<file path="config.mk">
export PLATFORM = sky130hd
export DESIGN_NAME = dual_irq_ctrl
export DESIGN_NICKNAME = d
export VERILOG_FILES = /design/src/rtl/dual_irq_pkg.sv /design/src/rtl/irq_reg_decode.sv /design/src/rtl/irq_bank.sv /design/src/rtl/ipc_doorbell.sv /design/src/rtl/dual_irq_ctrl.sv
export SDC_FILE = /design/constraint.sdc
export NUM_CORES = 1
export LEC_CHECK = 0
export CAP_MARGIN = 40
export CORE_MARGIN = 5
export CORE_UTILIZATION = 40
export DETAILED_ROUTE_END_ITERATION = 6
export HOLD_SLACK_MARGIN = 0.15
export SETUP_SLACK_MARGIN = 0.1
export SKIP_CTS_REPAIR_TIMING = 1
export SLEW_MARGIN = 10
export SYNTH_ARGS = -nofsm -noshare
export SYNTH_HDL_FRONTEND = slang
export SYNTH_SLANG_ARGS = --single-unit
</file>
<file path="constraint.sdc">
create_clock -name clk -period 1.9 [get_ports clk]
set_input_delay 0.19 -clock clk [delete_from_list [all_inputs] [get_ports clk]]
set_output_delay 0.19 -clock clk [all_outputs]
set_load 0.05 [all_outputs]
</file>
<file path="src/rtl/dual_irq_pkg.sv">
package dual_irq_pkg;

  localparam int NUM_SRC  = 32;
  localparam int DATA_W   = 32;
  localparam int SYNC_W   = 16;

  typedef logic [NUM_SRC-1:0] src_vec_t;

  // register offsets decoded by software
  localparam logic [11:0] OFS_DOORBELL = 12'h180;
  localparam logic [11:0] OFS_GLOBAL   = 12'h208;
  localparam logic [11:0] OFS_MASK     = 12'h210;
  localparam logic [11:0] OFS_PENDING  = 12'h214;

  // doorbell fields
  localparam logic [SYNC_W-1:0] DB_KEEP = 16'h4F00;
  localparam int DB_RING_BIT = 13;
  localparam int DB_ARM_BIT  = 14;

  // source numbering
  typedef enum int {
    SRC_VBLANK = 0, SRC_HBLANK = 1, SRC_VMATCH = 2,
    SRC_TMR0 = 3, SRC_TMR1 = 4, SRC_TMR2 = 5, SRC_TMR3 = 6,
    SRC_CLOCK = 7, SRC_DMA0 = 8, SRC_DMA1 = 9, SRC_DMA2 = 10, SRC_DMA3 = 11,
    SRC_KEYS = 12, SRC_SLOT = 13,
    SRC_DOORBELL = 16, SRC_MBOX_EMPTY = 17, SRC_MBOX_FULL = 18,
    SRC_CARD_DONE = 19, SRC_CARD_REQ = 20, SRC_GEOM_FIFO = 21,
    SRC_HINGE = 22, SRC_SERIAL = 23, SRC_RADIO = 24
  } irq_src_e;

  // requests that survive both gates
  function automatic src_vec_t latch_mask(src_vec_t req, src_vec_t en, logic gen);
    return req & en & {NUM_SRC{gen}};
  endfunction

  // set wins over clear
  function automatic src_vec_t next_flags(src_vec_t cur, src_vec_t clr, src_vec_t set);
    return (cur & ~clr) | set;
  endfunction

  function automatic logic irq_level(src_vec_t fl, src_vec_t en, logic gen);
    return gen & (|(fl & en));
  endfunction

  function automatic src_vec_t onehot_src(int idx);
    src_vec_t v;
    v = '0;
    v[idx] = 1'b1;
    return v;
  endfunction

endpackage

</file>
<file path="src/rtl/irq_reg_decode.sv">
module irq_reg_decode
  import dual_irq_pkg::*;
#(
  parameter int ADDR_W = 12
) (
  input  logic [ADDR_W-1:0] addr,
  output logic              hit_global,
  output logic              hit_mask,
  output logic              hit_pending,
  output logic              hit_doorbell
);
  localparam logic [ADDR_W-1:0] A_GLOBAL   = ADDR_W'(OFS_GLOBAL);
  localparam logic [ADDR_W-1:0] A_MASK     = ADDR_W'(OFS_MASK);
  localparam logic [ADDR_W-1:0] A_PENDING  = ADDR_W'(OFS_PENDING);
  localparam logic [ADDR_W-1:0] A_DOORBELL = ADDR_W'(OFS_DOORBELL);

  assign hit_global   = (addr == A_GLOBAL);
  assign hit_mask     = (addr == A_MASK);
  assign hit_pending  = (addr == A_PENDING);
  assign hit_doorbell = (addr == A_DOORBELL);
endmodule

</file>
<file path="src/rtl/irq_bank.sv">
module irq_bank
  import dual_irq_pkg::*;
(
  input  logic     clk,
  input  logic     rst_n,
  input  logic     gen_wr,
  input  logic     gen_d,
  input  logic     mask_wr,
  input  src_vec_t mask_d,
  input  logic     ack_wr,
  input  src_vec_t ack_d,
  input  src_vec_t req,
  output logic     gen_q,
  output src_vec_t mask_q,
  output src_vec_t flags_q,
  output logic     irq
);
  // named internal events
  src_vec_t set_vec;
  src_vec_t clr_vec;

  assign set_vec = latch_mask(req, mask_q, gen_q);
  assign clr_vec = ack_wr ? ack_d : '0;

  always_ff @(posedge clk) begin
    if (!rst_n) begin
      gen_q   <= 1'b0;
      mask_q  <= '0;
      flags_q <= '0;
    end else begin
      if (gen_wr)  gen_q  <= gen_d;
      if (mask_wr) mask_q <= mask_d;
      flags_q <= next_flags(flags_q, clr_vec, set_vec);
    end
  end

  assign irq = irq_level(flags_q, mask_q, gen_q);

  AST_OFF_NO_LATCH: assert property (@(posedge clk) disable iff (!rst_n)
    !gen_q |=> ((flags_q & ~$past(flags_q)) == '0));
  AST_MASK_GATES_SET: assert property (@(posedge clk) disable iff (!rst_n)
    rst_n |=> ((flags_q & ~$past(flags_q) & ~$past(mask_q)) == '0));
  AST_ACK_CLEARS: assert property (@(posedge clk) disable iff (!rst_n)
    ack_wr |=> ((flags_q & $past(clr_vec & ~set_vec)) == '0));
  AST_SET_WINS: assert property (@(posedge clk) disable iff (!rst_n)
    (|set_vec) |=> ((flags_q & $past(set_vec)) == $past(set_vec)));
  AST_IRQ_GATED: assert property (@(posedge clk) disable iff (!rst_n)
    !gen_q |-> !irq);
endmodule

</file>
<file path="src/rtl/ipc_doorbell.sv">
module ipc_doorbell
  import dual_irq_pkg::*;
(
  input  logic              clk,
  input  logic              rst_n,
  input  logic              wr,
  input  logic [SYNC_W-1:0] wdata,
  output logic [SYNC_W-1:0] db_q,
  output logic              ring
);
  always_ff @(posedge clk) begin
    if (!rst_n) db_q <= '0;
    else if (wr) db_q <= wdata & DB_KEEP;
  end

  assign ring = wr & wdata[DB_RING_BIT];

  AST_DB_KEPT_BITS: assert property (@(posedge clk) disable iff (!rst_n)
    rst_n |-> ((db_q & ~DB_KEEP) == '0));
endmodule

</file>
<file path="src/rtl/dual_irq_ctrl.sv">
module dual_irq_ctrl
  import dual_irq_pkg::*;
#(
  parameter int ADDR_W = 12
) (
  input  logic              clk,
  input  logic              rst_n,
  input  logic              bus_wr,
  input  logic              bus_cpu,
  input  logic [ADDR_W-1:0] bus_addr,
  input  logic [DATA_W-1:0] bus_wdata,
  output logic [DATA_W-1:0] bus_rdata,
  input  logic [NUM_SRC-1:0] evt_req_0,
  input  logic [NUM_SRC-1:0] evt_req_1,
  output logic              irq_0,
  output logic              irq_1
);
  localparam int NCPU = 2;

  logic hit_global, hit_mask, hit_pending, hit_doorbell;

  logic [NCPU-1:0]              gen_q;
  logic [NCPU-1:0][NUM_SRC-1:0] mask_q;
  logic [NCPU-1:0][NUM_SRC-1:0] flags_q;
  logic [NCPU-1:0][NUM_SRC-1:0] evt;
  logic [NCPU-1:0][NUM_SRC-1:0] req;
  logic [NCPU-1:0][SYNC_W-1:0]  db_q;
  logic [NCPU-1:0]              ring;
  logic [NCPU-1:0]              ipc_to;
  logic [NCPU-1:0]              irq_v;
  logic [NCPU-1:0]              sel;

  assign evt[0] = evt_req_0;
  assign evt[1] = evt_req_1;

  irq_reg_decode #(.ADDR_W(ADDR_W)) u_dec (
    .addr(bus_addr), .hit_global(hit_global), .hit_mask(hit_mask),
    .hit_pending(hit_pending), .hit_doorbell(hit_doorbell)
  );

  for (genvar c = 0; c < NCPU; c++) begin : g_cpu
    assign sel[c]    = bus_wr && (bus_cpu == 1'(c));
    // peer rang while this side is armed
    assign ipc_to[c] = ring[NCPU-1-c] & db_q[c][DB_ARM_BIT];
    assign req[c]    = evt[c] | (ipc_to[c] ? onehot_src(SRC_DOORBELL) : '0);

    irq_bank u_bank (
      .clk(clk), .rst_n(rst_n),
      .gen_wr(sel[c] & hit_global), .gen_d(bus_wdata[0]),
      .mask_wr(sel[c] & hit_mask), .mask_d(bus_wdata[NUM_SRC-1:0]),
      .ack_wr(sel[c] & hit_pending), .ack_d(bus_wdata[NUM_SRC-1:0]),
      .req(req[c]),
      .gen_q(gen_q[c]), .mask_q(mask_q[c]), .flags_q(flags_q[c]),
      .irq(irq_v[c])
    );

    ipc_doorbell u_db (
      .clk(clk), .rst_n(rst_n),
      .wr(sel[c] & hit_doorbell), .wdata(bus_wdata[SYNC_W-1:0]),
      .db_q(db_q[c]), .ring(ring[c])
    );

    AST_IPC_REACHES_PEER: assert property (@(posedge clk) disable iff (!rst_n)
      (ipc_to[c] && gen_q[c] && mask_q[c][SRC_DOORBELL]) |=> flags_q[c][SRC_DOORBELL]);
    AST_IPC_NOT_SELF: assert property (@(posedge clk) disable iff (!rst_n)
      (ring[c] && !ipc_to[c] && !evt[c][SRC_DOORBELL] && !flags_q[c][SRC_DOORBELL])
        |=> !flags_q[c][SRC_DOORBELL]);
  end

  assign irq_0 = irq_v[0];
  assign irq_1 = irq_v[1];

  always_comb begin
    bus_rdata = '0;
    if (hit_global)        bus_rdata = DATA_W'(gen_q[bus_cpu]);
    else if (hit_mask)     bus_rdata = DATA_W'(mask_q[bus_cpu]);
    else if (hit_pending)  bus_rdata = DATA_W'(flags_q[bus_cpu]);
    else if (hit_doorbell) bus_rdata = DATA_W'(db_q[bus_cpu]);
  end

  AST_ONE_BANK_WRITTEN: assert property (@(posedge clk) disable iff (!rst_n)
    $onehot0(sel));
endmodule

</file>
==> metrics.csv <==
stage,metric,value,unit
status,outcome,finished with violations,
status,violations,setup timing,
timing,tns,-0.276,ns
floorplanning,rows,49,
layout,nFillCells,1518,
route,routed_via_density,6.05,
critical_path,crit_fanout,3,
floorplanning,die_w,145,um
cts,h-tree-depth,4,
logic_synthesis,synth.area.mux_share,19.7,%
critical_path,required,1.71,ns
hold_path,hold_path.class,input port to register,
timing,timing.final.crit_share,108,%
logic_synthesis,synth_common_cells,"141 x mux2i_1, 140 x dfxtp_1, 103 x nand2_1, 67 x o21ai_0, 63 x nand3_1",
timing,setup_viol,2,
grt,grt_use_total,24.4,%
route,wl,27.3,mm
logic_synthesis,synth_cells,834,
cts,insertion_delay,0.43,ns
timing,clock_skew,0.00707,ns
timing,worst_slew_pin_slew,0.416,ns
critical_path,startpoint_type,register,
cts,clkTransAtPathRegs,0.06,ns
logic_synthesis,synth_top_area_share,38.2,%
cts,cts_sinks,140,
cts,clock_path_buffers,2,
cts,root_buffer,clkbuf_16,
job,cap_violations,0,
power_and_ir_drop,ir_drop,0.638,mV
route,antenna_left,0,
floorplanning,die_h,145,um
logic_synthesis,synth-seq-cells,140,
place,numPortBuffers,145,
logic_synthesis,ys_dominant_reg_cell,dfxtp_1,
logic_synthesis,post_synth_num_cell_types,38,
route,routedWlPerCell,21.8,um
logic_synthesis,async_flop_share,0,%
power_and_ir_drop,power.density,625,nW/um^2
power_and_ir_drop,p_seq_share,42.4,%
floorplanning,initial_utilization,40.7,%
route,first_pass_iters,5,
power_and_ir_drop,intPower,5.36,mW
route,route.vias.total,7569,
timing,timing.final.ws_setup,-0.160,ns
layout,fin_cells,1251,
timing,slew_violations,0,
route,drt_iter0_drc,680,
power_and_ir_drop,p_sw_share,22.5,%
logic_synthesis,yosysTopAreaCell,dfxtp_1,
logic_synthesis,synth-compound-area-share,17.9,%
logic_synthesis,synth_most_common_cell,mux2i_1,
place,place.gp.congestion,0.869,
cts,cts_tree,yes,
power_and_ir_drop,power.switching,1.55,mW
logic_synthesis,synth_top_family_by_area,simple AND/OR/NAND/NOR gates,
logic_synthesis,synth_fa_ha_area_share,0,%
logic_synthesis,syn_area_per_cell,8.80,sq um
grt,grt_max_degree,83,
cts,numCtsBuffers,17,
floorplanning,die-area,21200,sq um
logic_synthesis,yosys_warnings,0,
layout,final_nets,1122,
critical_path,worstSetupPathType,register to output port,
critical_path,end_kind,output port,
place,placement.cell_area,10100,sq um
timing,rsz0062_at_grt,yes,
power_and_ir_drop,clkPwrFrac,49.4,%
logic_synthesis,synth_area_leaders,"dfxtp_1 38%, mux2i_1 19%, a31oi_1 5.3%, and3_1 5.3%, nand2_1 5.3%",
power_and_ir_drop,total_power,6.92,mW
logic_synthesis,synth_xor_area_share,0,%
timing,hold_viol,0,
place,place_inst,1206,
route,drc,0,
logic_synthesis,synth_area,7340,sq um
grt,antenna_found_initial,1,
logic_synthesis,syn_nets,946,
timing,slew_headroom,72.3,%
logic_synthesis,synth-simple-area-share,20.3,%
layout,synthToLayoutAreaGrowth,50.8,%
layout,diodes,0,
power_and_ir_drop,power_frac_comb,8.1,%
grt,overflow,0,
floorplanning,core_region_area,18000,sq um
logic_synthesis,synth_edf_count,0,
timing,fmax,0.486,GHz
layout,drive_gt1_share,23.0,%
layout,finalInstanceArea,11100,sq um
floorplanning,io_pins,146,
logic_synthesis,yosysSeqAreaShare,38.2,%
power_and_ir_drop,p_leak,4.14,nW
place,hpwlAfterDp,19.5,mm
grt,grt_pass1_wl,41.7,mm
timing,layout_min_cycle_time,2.06,ns
grt,grt_pass1_vias,7496,
critical_path,arrival,1.87,ns
-- critical path, stage by stage, from the launching register on --
cell     delay [ns]
dfxtp_2        0.33
a22oi_2        0.30
nand4_1        0.21
o41a_1         0.43
buf_12         0.18
-- logic make-up after synthesis --
logic type | count (synthesis)
flip-flops | 140
multiplexers | 143
buffers and inverters | 62
AO/OA/AOI/OAI | 210
AND/OR/NAND/NOR | 279
-- stage by stage --
stage                     hold WS, ns  utilization [%]  worst slack (ns)
after detailed placement        0.493             56.3            -0.288
after global routing            0.154             61.4            -0.151
final                           0.145             61.4            -0.160
after CTS                       0.136             59.6            -0.301
after floorplan                 0.291                -           -0.0438
after global placement          0.483             56.3            -0.246
-- final cells by class --
cell class | instances | area, sq um | area share (%)
multi-input cells | 632 | 4740 | 42.8
flip-flops and latches | 140 | 2830 | 25.5
repair buffers | 217 | 2610 | 23.6
clock buffers | 21 | 460 | 4.16
well taps | 229 | 287 | 2.59
clock inverters | 10 | 141 | 1.28
inverters | 2 | 7.51 | 0.0678
-- path summary, 6_finish.rpt --
kind / startpoint / end / slack, ns / cells after the start
setup / recovery: g_cpu[0].u_bank.flags_q[21] / irq_0 / -0.16 / 4
hold reg to reg: g_cpu[0].u_bank.mask_q[26] / g_cpu[0].u_bank.mask_q[26] / 0.49 / 2
hold / removal: rst_n / g_cpu[1].u_bank.flags_q[10] / 0.14 / 3
setup reg to reg: g_cpu[0].u_bank.gen_q / g_cpu[0].u_bank.flags_q[7] / 0.66 / 4
-- flip-flops by register name, indices dropped and copies added, names as in the netlist --
name	cells
g_cpu.u_bank.mask_q	64
g_cpu.u_db.db_q	10
g_cpu.u_bank.gen_q	2
g_cpu.u_bank.flags_q	64
-- layout by cell type (no fill, tap or decap), drive strengths merged, types with 9 or more instances in the layout --
master,instances
a22oi,32
nand2,103
nand3,63
clkdlybuf4s50,97
nor2b,12
o21ai,67
and3,62
mux2i,141
a31oi,62
o22ai,27
clkbuf,29
nor2,9
nand4,15
dfxtp,140
buf,108
-- per-layer routing --
metal | global-route usage (%) | vias to the layer above | wire [um]
met5 | 0 | - | 13
met4 | 9.65 | 2 | 792
met3 | 4.52 | 63 | 2130
met2 | 38.7 | 347 | 12800
met1 | 32.9 | 3647 | 11600
li1 | - | 3510 | -
-- power by group through the flow --
| stage | sequential (mW) | clock [mW] | combinational (mW) |
|---|---|---|---|
| after floorplan | 3.00 | 0 | 0.171 |
| after global placement | 3.00 | 0 | 0.538 |
| after detailed placement | 3.00 | 0 | 0.546 |
| after CTS | 2.94 | 3.44 | 0.548 |
| after global routing | 2.93 | 3.57 | 0.589 |
| final | 2.94 | 3.42 | 0.562 |
Power figures use the tool's default switching activity.
